==> src/rtl/mcpwm_pkg.sv <==
package mcpwm_pkg;
    parameter int CNT_W  = 16;
    parameter int DT_W   = 8;
    parameter int ADDR_W = 2;

    localparam logic [ADDR_W-1:0] ADR_CTRL = ADDR_W'(0);
    localparam logic [ADDR_W-1:0] ADR_LIM  = ADDR_W'(1);
    localparam logic [ADDR_W-1:0] ADR_MAT  = ADDR_W'(2);
    localparam logic [ADDR_W-1:0] ADR_DT   = ADDR_W'(3);

    localparam int BIT_RUN = 0;
    localparam int BIT_CTR = 1;
    localparam int BIT_POL = 2;
    localparam int BIT_DTE = 3;

    typedef struct packed {
        logic             run;
        logic             center;
        logic             pol;
        logic             dt_en;
        logic [CNT_W-1:0] lim;
        logic [CNT_W-1:0] mat;
        logic [DT_W-1:0]  dt;
    } cfg_t;

    typedef struct packed {
        logic [CNT_W-1:0] cnt;
        logic             up;
    } ctr_t;

    typedef struct packed {
        logic            act;
        logic [DT_W-1:0] wait_cnt;
    } dt_t;
endpackage

==> src/rtl/mcpwm_regs.sv <==
module mcpwm_regs
    import mcpwm_pkg::*;
(
    input  logic              clk,
    input  logic              rst_n,
    input  logic              wr_en,
    input  logic [ADDR_W-1:0] wr_addr,
    input  logic [CNT_W-1:0]  wr_data,
    output cfg_t              cfg
);
    cfg_t cfg_d, cfg_q;

    always_comb begin
        cfg_d = cfg_q;
        if (wr_en) begin
            case (wr_addr)
                ADR_CTRL: begin
                    cfg_d.run    = wr_data[BIT_RUN];
                    cfg_d.center = wr_data[BIT_CTR];
                    cfg_d.pol    = wr_data[BIT_POL];
                    cfg_d.dt_en  = wr_data[BIT_DTE];
                end
                ADR_LIM: cfg_d.lim = wr_data;
                ADR_MAT: cfg_d.mat = wr_data;
                default: cfg_d.dt  = wr_data[DT_W-1:0];
            endcase
        end
    end

    always_ff @(posedge clk or negedge rst_n) begin
        if (!rst_n) cfg_q <= '0;
        else        cfg_q <= cfg_d;
    end

    assign cfg = cfg_q;
endmodule

==> src/rtl/mcpwm_counter.sv <==
module mcpwm_counter
    import mcpwm_pkg::*;
(
    input  logic             clk,
    input  logic             rst_n,
    input  cfg_t             cfg,
    output logic [CNT_W-1:0] cnt,
    output logic             up
);
    ctr_t ctr_d, ctr_q;

    always_comb begin
        ctr_d = ctr_q;
        if (!cfg.run) begin
            ctr_d.cnt = '0;
            ctr_d.up  = 1'b1;
        end else if (!cfg.center) begin
            ctr_d.up  = 1'b1;
            ctr_d.cnt = (ctr_q.cnt >= cfg.lim) ? '0 : ctr_q.cnt + 1'b1;
        end else if (ctr_q.up) begin
            if (ctr_q.cnt >= cfg.lim) begin
                if (ctr_q.cnt != '0) begin
                    ctr_d.up  = 1'b0;
                    ctr_d.cnt = ctr_q.cnt - 1'b1;
                end
            end else begin
                ctr_d.cnt = ctr_q.cnt + 1'b1;
            end
        end else begin
            if (ctr_q.cnt == '0) begin
                if (cfg.lim != '0) begin
                    ctr_d.up  = 1'b1;
                    ctr_d.cnt = ctr_q.cnt + 1'b1;
                end
            end else begin
                ctr_d.cnt = ctr_q.cnt - 1'b1;
            end
        end
    end

    always_ff @(posedge clk or negedge rst_n) begin
        if (!rst_n) begin
            ctr_q.cnt <= '0;
            ctr_q.up  <= 1'b1;
        end else begin
            ctr_q <= ctr_d;
        end
    end

    assign cnt = ctr_q.cnt;
    assign up  = ctr_q.up;
endmodule

==> src/rtl/mcpwm_compare.sv <==
module mcpwm_compare
    import mcpwm_pkg::*;
(
    input  logic             clk,
    input  logic             rst_n,
    input  cfg_t             cfg,
    input  logic [CNT_W-1:0] cnt,
    input  logic             up,
    output logic             a_req
);
    logic req_d, req_q;
    logic in_win;

    always_comb begin
        if (cfg.center) in_win = up ? (cnt >= cfg.mat) : (cnt > cfg.mat);
        else            in_win = (cnt >= cfg.mat) && (cnt < cfg.lim);
        req_d = cfg.run && ((cfg.mat == '0) || ((cfg.mat < cfg.lim) && in_win));
    end

    always_ff @(posedge clk or negedge rst_n) begin
        if (!rst_n) req_q <= 1'b0;
        else        req_q <= req_d;
    end

    assign a_req = req_q;
endmodule

==> src/rtl/mcpwm_deadtime.sv <==
module mcpwm_deadtime
    import mcpwm_pkg::*;
#(
    parameter logic RST_ACT = 1'b0
) (
    input  logic            clk,
    input  logic            rst_n,
    input  logic            req,
    input  logic            bypass,
    input  logic [DT_W-1:0] dt,
    output logic            act
);
    dt_t st_d, st_q;

    always_comb begin
        st_d = st_q;
        if (!req) begin
            st_d.act      = 1'b0;
            st_d.wait_cnt = '0;
        end else if (!st_q.act) begin
            if (bypass || (st_q.wait_cnt >= dt)) begin
                st_d.act      = 1'b1;
                st_d.wait_cnt = '0;
            end else begin
                st_d.wait_cnt = st_q.wait_cnt + 1'b1;
            end
        end
    end

    always_ff @(posedge clk or negedge rst_n) begin
        if (!rst_n) begin
            st_q.act      <= RST_ACT;
            st_q.wait_cnt <= '0;
        end else begin
            st_q <= st_d;
        end
    end

    assign act = st_q.act;
endmodule

==> src/rtl/mcpwm_channel.sv <==
module mcpwm_channel
    import mcpwm_pkg::*;
(
    input  logic              clk,
    input  logic              rst_n,
    input  logic              wr_en,
    input  logic [ADDR_W-1:0] wr_addr,
    input  logic [CNT_W-1:0]  wr_data,
    output logic              pwm_a,
    output logic              pwm_b
);
    localparam int NUM_OUT = 2;

    cfg_t             cfg;
    logic [CNT_W-1:0] cnt_w;
    logic             up_w;
    logic             a_req_w;
    logic [NUM_OUT-1:0] req_w;
    logic [NUM_OUT-1:0] act_w;
    logic             run_w, center_w, pol_w, bypass_w;
    logic [CNT_W-1:0] lim_w;

    assign run_w    = cfg.run;
    assign center_w = cfg.center;
    assign pol_w    = cfg.pol;
    assign lim_w    = cfg.lim;
    assign bypass_w = !cfg.dt_en || !cfg.run;

    mcpwm_regs u_regs (
        .clk(clk), .rst_n(rst_n), .wr_en(wr_en),
        .wr_addr(wr_addr), .wr_data(wr_data), .cfg(cfg)
    );

    mcpwm_counter u_ctr (
        .clk(clk), .rst_n(rst_n), .cfg(cfg), .cnt(cnt_w), .up(up_w)
    );

    mcpwm_compare u_cmp (
        .clk(clk), .rst_n(rst_n), .cfg(cfg),
        .cnt(cnt_w), .up(up_w), .a_req(a_req_w)
    );

    assign req_w[0] = run_w && a_req_w;
    assign req_w[1] = run_w ? !a_req_w : 1'b1;

    for (genvar i = 0; i < NUM_OUT; i++) begin : g_dt
        mcpwm_deadtime #(.RST_ACT(i == 1)) u_dt (
            .clk(clk), .rst_n(rst_n), .req(req_w[i]),
            .bypass(bypass_w), .dt(cfg.dt), .act(act_w[i])
        );
    end

    assign pwm_a = act_w[0] ^ pol_w;
    assign pwm_b = act_w[1] ^ pol_w;
endmodule

==> config.mk <==
export PLATFORM = sky130hd
export DESIGN_NAME = mcpwm_channel
export DESIGN_NICKNAME = d
export VERILOG_FILES = /design/src/rtl/mcpwm_pkg.sv /design/src/rtl/mcpwm_regs.sv /design/src/rtl/mcpwm_counter.sv /design/src/rtl/mcpwm_compare.sv /design/src/rtl/mcpwm_deadtime.sv /design/src/rtl/mcpwm_channel.sv
export SDC_FILE = /design/constraint.sdc
export NUM_CORES = 1
export LEC_CHECK = 0
export ABC_AREA = 1
export CORE_MARGIN = 2
export CORE_UTILIZATION = 36
export DETAILED_ROUTE_END_ITERATION = 6
export GPL_TIMING_DRIVEN = 0
export HOLD_SLACK_MARGIN = 0.1
export SLEW_MARGIN = 20
export SYNTH_ARGS = -nofsm -noshare
export SYNTH_HDL_FRONTEND = slang
export SYNTH_SLANG_ARGS = --single-unit
export TNS_END_PERCENT = 100
==> constraint.sdc <==
create_clock -name clk -period 3.5 [get_ports clk]
set_input_delay 0.7 -clock clk [delete_from_list [all_inputs] [get_ports clk]]
set_output_delay 0.7 -clock clk [all_outputs]
set_load 0.1 [all_outputs]
==> results of run 1 <==
[cell usage after synthesis, drive strengths merged]
master / instances
nor4: 8
o21a: 4
ha: 68
xor2: 29
nor3: 8
or2: 1
nand3: 36
dfrtp: 78
buf: 9
clkbuf: 11
o31ai: 2
a21oi: 44
nand4: 28
nand2: 189
o21bai: 1
inv: 108
nand3b: 14
nor2: 68
dfstp: 2
a21o: 2
a211oi: 3
clkinv: 3
o21ai: 54
[placed cells by master (no fill, tap or decap), types with 4 or more instances in the layout]
cell type and instances:
o21ai_0 51, inv_1 107, nor2_2 6, clkdlybuf4s50_1 21, o21a_1 4, nand2_2 5
a21oi_2 8, nor3_1 7, nand4_1 26, a21oi_1 36, nand3_2 7, nor2_1 58
nand3_1 28, dfrtp_1 78, clkbuf_16 9, nand2_1 183, xor2_1 29, ha_1 68
nor4_1 7, nand3b_1 14, clkbuf_1 11
[per-stage QoR]
stage | worst slack, ns | power (uW) | utilization | hold slack, ns | setup TNS, ns
CTS | 0.6082 | 2761 | 0.4202 | 0.2723 | 0
detailed placement | 0.9953 | 1852 | 0.4033 | 0.4740 | 0
floorplan | 0.8413 | 1631 | - | 0.4044 | 0
global placement | -1.288 | 1837 | 0.4018 | 0.4656 | -100.45
finish | 0.6319 | 2728 | 0.4202 | 0.2662 | 0
global route | 0.5680 | 2918 | 0.4202 | 0.2965 | 0
[layout make-up]
| class | instances | area, sq um | share of cell area |
|---|---|---|---|
| multi-input cells | 559 | 3391 | 0.5043 |
| repair buffers | 23 | 245.2 | 0.03647 |
| clock inverters | 6 | 45.04 | 0.006699 |
| clock buffers | 9 | 225.2 | 0.03349 |
| inverters | 111 | 417.9 | 0.06215 |
| flip-flops and latches | 80 | 2004 | 0.2981 |
| plain buffers | 20 | 125.1 | 0.01861 |
| well taps | 216 | 270.3 | 0.04019 |
[power groups by stage]
| stage | Sequential (uW) | Combinational, uW | Clock, uW |
|---|---|---|---|
| 6_report | 1100 | 732 | 895 |
| 2_1_floorplan | 1090 | 544 | 0 |
| 3_5_place_dp | 1120 | 736 | 0 |
| 4_1_cts | 1100 | 741 | 921 |
| 3_3_place_gp | 1120 | 720 | 0 |
| 5_1_grt | 1110 | 852 | 953 |
[path summary, 6_finish.rpt]
path                                       startpoint                                to  slack (ns)  cells past startpoint
setup / recovery           g_dt[1].u_dt.act$_DFF_PN1_                             pwm_b        0.63                      2
hold / removal                                  rst_n  g_dt[1].u_dt.st_q[6]$_DFFE_PN0P_        0.27                      1
setup reg to reg             u_ctr.cnt[5]$_DFFE_PN0P_          u_ctr.cnt[4]$_DFFE_PN0P_        1.24                     10
hold reg to reg             u_regs.cfg[7]$_DFFE_PN0P_         u_regs.cfg[7]$_DFFE_PN0P_        0.49                      2
max in group asynchronous                       rst_n                u_ctr.up$_DFF_PN1_        2.57                      2
min in group clk            u_regs.cfg[7]$_DFFE_PN0P_         u_regs.cfg[7]$_DFFE_PN0P_        0.49                      2
[worst max-delay path: cells and delay by family, from the launching register on]
family,cells,cell delay [ns]
DFF,1,0.55
buffers and inverters,1,1.14
xor gates and xnor gates,1,0.13
[cells by family after synthesis]
| family | count (synthesis) |
|---|---|
| compound gates | 110 |
| simple gates | 352 |
| xor+xnor | 29 |
| flops | 80 |
| buf+inv | 131 |
| fa+ha+maj | 68 |
[metal layers]
| metal | vias up | global-route usage | wire length [um] |
|---|---|---|---|
| met2 | 75 | 0.2763 | 6385 |
| met1 | 2347 | 0.2221 | 6936 |
| li1 | 2579 | - | - |
| met4 | 0 | 0.07288 | 367 |
| met3 | 23 | 0.03793 | 495 |
| met5 | - | 0 | 0 |
[registers in the layout (all words and copies together) (netlist names)]
signal	flops
g_dt.u_dt.act	2
u_ctr.up	1
u_ctr.cnt	16
u_regs.cfg	44
u_cmp.a_req	1
g_dt.u_dt.st_q	16
==> results.yml, run 1 <==
critical_path:
  crit_chain: "xor2_1, clkdlybuf4s50_1"
  worst-setup-path-type: "reg2out"
  critPathSlowestCell: "clkdlybuf4s50_1"
  critPathArrivalTime_ns: 2.17
  start_kind: "flop"
  required_ns: 2.80
  slowest_delay_ns: 1.14
  end_kind: "output port"
  cp_max_fo: 3
timing:
  rsz0062_at_grt: "false"
  min_period_ns: 2.868
  tightest_slew_ns: 0.9645
  hold_viol_final: 0
  slew_viol_final: 0
  setup_viol: 0
  worst_slew_margin_rel: 0.3550
  post-route-period-util: 0.8194
  fmax_ghz: 0.3487
  skew_ns: 0.01166
finish:
  syn_to_final_growth_pct: 13.23
  fin_area_sq_um: 6724
  final_cell_count_no_fill: 1024
  n_fill_cell: 1702
  drive_gt1_frac: 0.08292
  finalNetCount: 893
  n_antenna_cell: 0
pwr:
  p_sw_uw: 969.8
  seq_power_share: 0.403
  swShare: 0.3555
  p_clk_frac: 0.328
  peakVddDrop_v: 0.0003083
  p_int_uw: 1758
  power_leakage_uw: 0.003420
  power_density_nw_per_um2: 405.7
  p_comb_frac: 0.268
grt:
  grt_max_degree: 52
  grt_overflow: 0
  grt_usage: 0.1715
  antenna_found_initial: 0
  grt_pass1_wl_um: 24030
  grt_pass1_vias: 4861
placed_design:
  port-buffer-count: 22
  dpl-instance-area_sq_um: 6454
  routabilityCongestion: 0.8533
  place_inst: 1009
  hpwlAfterDp_um: 10980
logic_synthesis:
  yosysUniqueCellTypes: 41
  yosysTopAreaCell: "dfrtp_1"
  synth_xor_area_frac: 0.04277
  syn_inst: 770
  synth_top_area_share: 0.3287
  synth-compound-area-share: 0.1028
  syn-cell-area_sq_um: 5938
  muxShareOfSynthArea: 0
  synth_top_family_by_area: "simple AND/OR/NAND/NOR gates"
  synth-warning-count: 0
  ys_seq_area_frac: 0.3375
  synthSimpleGateAreaFrac: 0.2821
  syn_nets: 859
  yosys-top-cells-area: "dfrtp_1 (33%), ha_1 (14%), nand2_1 (12%)"
  synthAdderAreaFrac: 0.1433
  ys_seq_elements: 80
  synth_area_per_cell_sq_um: 7.712
floorplan:
  start_util: 0.3711
  coreArea_sq_um: 16000
  die_area_sq_um: 17540
  fp.dieW_um: 132.4
  ios: 23
  die_h_um: 132.4
  rows: 46
routing:
  wire_per_inst_um: 13.85
  via_per_inst: 4.906
  drcViolationCount: 0
  drt_iter0_drc: 178
  dr.pass1.iters: 5
  vias: 5024
  ant_nets: 0
  wl_um: 14190
flow_run:
  cap_viol_max_count: 0
status:
  status: "finished, final reports clean"
cts:
  cts_tree: "yes"
  clkSinkCount: 80
  cts_setup_buffers: 0
  clockBufferDepth: 2
  clk_pin_slew_worst_paths_ns: 0.07
  cts.repair.resized: 0
  clkLatencyLatePin_ns: 0.36
  htree_num_levels: 3
  clock-root-buffer: "clkbuf_16"
  postCtsHoldBufs: 0
  numCtsBuffers: 9
min_path:
  hold_path_class: "in2async"
Power figures use the tool's default switching activity.
==> inputs of run 2 (changes only) <==
clock period = 2.4 ns   (was 3.5 ns; I/O delays follow)
==> results.yml, run 2 (synthesized netlist as in run 1, its figures left out) <==
finish:
  syn_to_final_growth_pct: 13.74
  finalNetCount: 893
  largest_reg_flops: 44
  fin_area_sq_um: 6754
  drive_gt1_frac: 0.08776
  n_fill_cell: 1708
  n_antenna_cell: 0
  mostFrequentLayoutCells: "nand2_1 (183), inv_1 (107), dfrtp_1 (78)"
  final_common_cell: "nand2_1"
critical_path:
  worst-setup-path-type: "reg2out"
  crit_start: "u_regs.cfg[41]$_DFFE_PN0P_"
  critPathArrivalTime_ns: 1.82
  path_buf_inv: 1
  cp_top_family: "buffers and inverters"
  worst-r2r-setup-slack_ns: 0.20
  start_kind: "flop"
  crit_chain: "xor2_1, dlygate4sd2_1"
  cp_max_fo: 3
  required_ns: 1.92
  slowest_delay_ns: 0.86
  r2r-start: "u_ctr.cnt[7]$_DFFE_PN0P_"
  end_kind: "output port"
  critPathSlowestCell: "dlygate4sd2_1"
cts:
  cts_tree: "yes"
  clk_pin_slew_worst_paths_ns: 0.07
  cts_setup_buffers: 0
  clockBufferDepth: 2
  postCtsHoldBufs: 0
  clkSinkCount: 80
  clock-root-buffer: "clkbuf_16"
  clkLatencyLatePin_ns: 0.36
  numCtsBuffers: 9
  htree_num_levels: 3
timing:
  tightest_slew_ns: 0.9514
  hold_viol_final: 0
  hold_ws_ns: 0.08878
  post-route-period-util: 0.9575
  slew_viol_final: 0
  skew_ns: 0.009686
  worst_slew_margin_rel: 0.3683
  rsz0062_at_grt: "false"
  min_period_ns: 2.298
  setup_viol: 0
  fmax_ghz: 0.4352
status:
  status: "finished, final reports clean"
routing:
  drcViolationCount: 0
  dr.pass1.iters: 4
  wire_per_inst_um: 14.19
  wl_um: 14550
  via_per_inst: 4.847
  drt_iter0_drc: 217
  topRoutingLayerUsed: "met4"
  wl_met2_um: 6428
  ant_nets: 0
  wl_met1_um: 7324
  wl_met3_um: 500
  vias: 4968
floorplan:
  die_area_sq_um: 17540
  die_h_um: 132.4
  coreArea_sq_um: 16000
  start_util: 0.3711
  rows: 46
  fp.dieW_um: 132.4
  ios: 23
placed_design:
  dpl-instance-area_sq_um: 6461
  port-buffer-count: 22
  routabilityCongestion: 0.8702
  hpwlAfterDp_um: 11060
grt:
  grt_pass1_vias: 4939
  grt_usage: 0.1780
  grt_pass1_wl_um: 24990
  antenna_found_initial: 0
  grt_max_degree: 42
  grt_overflow: 0
pwr:
  peakVddDrop_v: 0.0003668
  p_total_uw: 4032
  power_leakage_uw: 0.003437
  power_density_nw_per_um2: 597.0
min_path:
  hold_path_class: "in2async"
flow_run:
  cap_viol_max_count: 0
run 2: repair_timing:
| action | 4_1_cts | 5_1_grt |
|---|---|---|
| setup endpoints to repair | 2 | 11 |
| endpoints found under the hold margin | 0 | 0 |
| resized for setup | 3 | 5 |
run 2: through the flow:
stage | utilization | setup WS, ns | instances | setup TNS (ns)
detailed placement | 0.4038 | 0.1058 | 1009 | 0
CTS | 0.4213 | 0.01905 | 1025 | 0
global placement | 0.4023 | -2.188 | 1008 | -172.62
global route | 0.4221 | 0.007234 | 1025 | 0
floorplan | - | 0.07409 | 770 | 0
finish | 0.4221 | 0.1021 | 1025 | 0
run 2: final timing paths:
path,endpoint,cells past startpoint
worst max-delay path,pwm_a,2
min in group clk,u_regs.cfg[2]$_DFFE_PN0P_,2
worst max register to register,u_ctr.cnt[10]$_DFFE_PN0P_,10
worst min register to register,u_regs.cfg[2]$_DFFE_PN0P_,2
max in group asynchronous,u_ctr.up$_DFF_PN1_,2
worst min-delay path,g_dt[1].u_dt.st_q[2]$_DFFE_PN0P_,1
run 2: cell type report:
class | instances | area, sq um | share of cell area
clock inverter | 5 | 37.54 | 0.005558
inverter | 111 | 417.9 | 0.06187
timing repair buffer | 23 | 239.0 | 0.03538
sequential | 80 | 2004 | 0.2968
multi-input combinational | 559 | 3415 | 0.5056
tap | 216 | 270.3 | 0.04001
buffer | 20 | 127.6 | 0.01890
clock buffer | 11 | 242.7 | 0.03594
run 2: worst register-to-register path, delay by kind of cell, from the launching register on:
kind                     cells  cell delay (ns)
AO/OA/AOI/OAI                2             0.29
adder cells (fa/ha/maj)      1             0.33
buffers and inverters        1             0.16
flip-flops                   1             0.59
AND/OR/NAND/NOR              6             0.74
run 2: power breakdown:
| group | switching, uW | leakage [uW] | internal (uW) |
|---|---|---|---|
| sequential | 137 | 0.00104 | 1470 |
| combinational | 683 | 0.00226 | 386 |
| clock | 617 | 0.000133 | 736 |
run 2: layer usage:
metal	global-route usage	up-vias
met2	0.2801	65
li1	-	2581
met4	0.05675	0
met1	0.2458	2297
met3	0.03602	25
met5	0	-
==> inputs of run 3 (changes only) <==
CTS_BUF_LIST = sky130_fd_sc_hd__clkbuf_16   (was not set)
clock period = 2.44 ns   (was 2.4 ns; I/O delays follow)
==> results.yml, run 3 (synthesized netlist as in run 1, its figures left out) <==
floorplan:
  die_area_sq_um: 17540
  ios: 23
  rows: 46
  die_h_um: 132.4
  start_util: 0.3711
  coreArea_sq_um: 16000
  fp.dieW_um: 132.4
status:
  status: "finished, final reports clean"
grt:
  antenna_found_initial: 0
  grt_pass1_wl_um: 25030
  grt_overflow: 0
  grt_max_degree: 42
  grt_usage: 0.1785
  grt_pass1_vias: 4935
timing:
  min_period_ns: 2.388
  setup_viol: 0
  fmax_ghz: 0.4188
  setup_ws_ns: 0.05210
  post-route-period-util: 0.9786
  tightest_slew_ns: 0.9573
  worst_slew_margin_rel: 0.3644
  skew_ns: 0.008809
  slew_viol_final: 0
  rsz0062_at_grt: "false"
  hold_viol_final: 0
cts:
  cts_tree: "yes"
  clkSinkCount: 80
  clock-root-buffer: "clkbuf_16"
  htree_num_levels: 3
  clkLatencyLatePin_ns: 0.36
  clk_pin_slew_worst_paths_ns: 0.07
  postCtsHoldBufs: 0
  clockBufferDepth: 2
  numCtsBuffers: 9
finish:
  final_common_cell: "nand2_1"
  utilization: 0.4213
  final_cell_count_no_fill: 1025
  largest_reg_flops: 44
  finalNetCount: 893
  n_antenna_cell: 0
  drive_gt1_frac: 0.08282
  syn_to_final_growth_pct: 13.51
  mostFrequentLayoutCells: "nand2_1 (183), inv_1 (108), dfrtp_1 (78)"
  n_fill_cell: 1715
critical_path:
  slowest_delay_ns: 0.86
  end_kind: "output port"
  path_buf_inv: 1
  required_ns: 1.95
  cp_top_family: "buffers and inverters"
  critPathSlowestCell: "dlygate4sd2_1"
  critPathArrivalTime_ns: 1.90
  cp_max_fo: 3
  crit_chain: "xor2_2, dlygate4sd2_1"
  start_kind: "flop"
  worst-setup-path-type: "reg2out"
routing:
  drcViolationCount: 0
  wl_met3_um: 414
  wire_per_inst_um: 14.16
  ant_nets: 0
  vias: 4963
  topRoutingLayerUsed: "met4"
  drt_iter0_drc: 246
  wl_um: 14520
  wl_met1_um: 7277
  dr.pass1.iters: 4
  via_per_inst: 4.842
  wl_met2_um: 6556
placed_design:
  port-buffer-count: 22
  hpwlAfterDp_um: 11060
  routabilityCongestion: 0.8702
  dp_slack_ns: 0.1378
  place_inst: 1009
flow_run:
  cap_viol_max_count: 0
pwr:
  p_comb_frac: 0.268
  p_total_uw: 3921
  p_sw_uw: 1403
  seq_power_share: 0.404
  p_int_uw: 2518
  power_leakage_uw: 0.003435
  power_density_nw_per_um2: 581.7
  p_clk_frac: 0.328
  swShare: 0.3577
  peakVddDrop_v: 0.0003550
min_path:
  hold_path_class: "in2async"
## run 3: changes by cell type in the layout (fill, tap and decap cells not counted), sizes merged
| cell | previous run | this run |
|---|---|---|
| dlygate4sd2 | 1 | 2 |
| inv | 110 | 111 |
| clkbuf | 24 | 21 |
| clkinv | 4 | 5 |
## run 3: layout make-up
cell class / count / area (sq um) / share of cell area
multi-input cells: 559 / 3407 / 0.5055
flip-flops and latches: 80 / 2004 / 0.2974
inverters: 111 / 417.9 / 0.06200
well taps: 216 / 270.3 / 0.04010
repair buffers: 23 / 242.7 / 0.03601
clock buffers: 9 / 225.2 / 0.03341
plain buffers: 20 / 127.6 / 0.01893
clock inverters: 7 / 45.04 / 0.006683
## run 3: through the flow
| step | TNS [ns] | instance area [sq um] | hold WS (ns) |
|---|---|---|---|
| after floorplan | 0 | 5946 | 0.1924 |
| after global placement | -170.06 | 6436 | 0.4668 |
| after detailed placement | 0 | 6461 | 0.4732 |
| after CTS | 0 | 6729 | 0.1220 |
| after global routing | 0 | 6740 | 0.1502 |
| final | 0 | 6740 | 0.1043 |
## run 3: final timing paths
check,start,to,slack (ns),cells past startpoint
worst min register to register,u_regs.cfg[2]$_DFFE_PN0P_,u_regs.cfg[2]$_DFFE_PN0P_,0.49,2
worst max register to register,u_ctr.cnt[7]$_DFFE_PN0P_,u_ctr.cnt[10]$_DFFE_PN0P_,0.24,10
min in group clk,u_regs.cfg[2]$_DFFE_PN0P_,u_regs.cfg[2]$_DFFE_PN0P_,0.49,2
worst max-delay path,g_dt[1].u_dt.act$_DFF_PN1_,pwm_b,0.05,2
worst min-delay path,rst_n,g_dt[1].u_dt.st_q[2]$_DFFE_PN0P_,0.10,1
max in group asynchronous,rst_n,u_ctr.up$_DFF_PN1_,1.66,2
## run 3: what timing repair did
item / 4_1_cts / 5_1_grt
cloned: 0 / 0
hold endpoints to repair: 0 / 0
resized for setup: 2 / 2
setup buffers: 0 / 0
endpoints found under the setup margin: 2 / 6
## run 3: metal layers
metal  track usage  vias up
li1              -     2583
met4       0.05675        0
met1        0.2467     2300
met5             0        -
met3       0.03602       18
met2        0.2807       62
## run 3: power groups by stage
stage	registers, uW	clock network (uW)	logic (uW)
detailed placement	1610	0	1070
global route	1600	1380	1240
floorplan	1560	0	781
CTS	1580	1320	1070
finish	1580	1290	1050
global placement	1600	0	1040
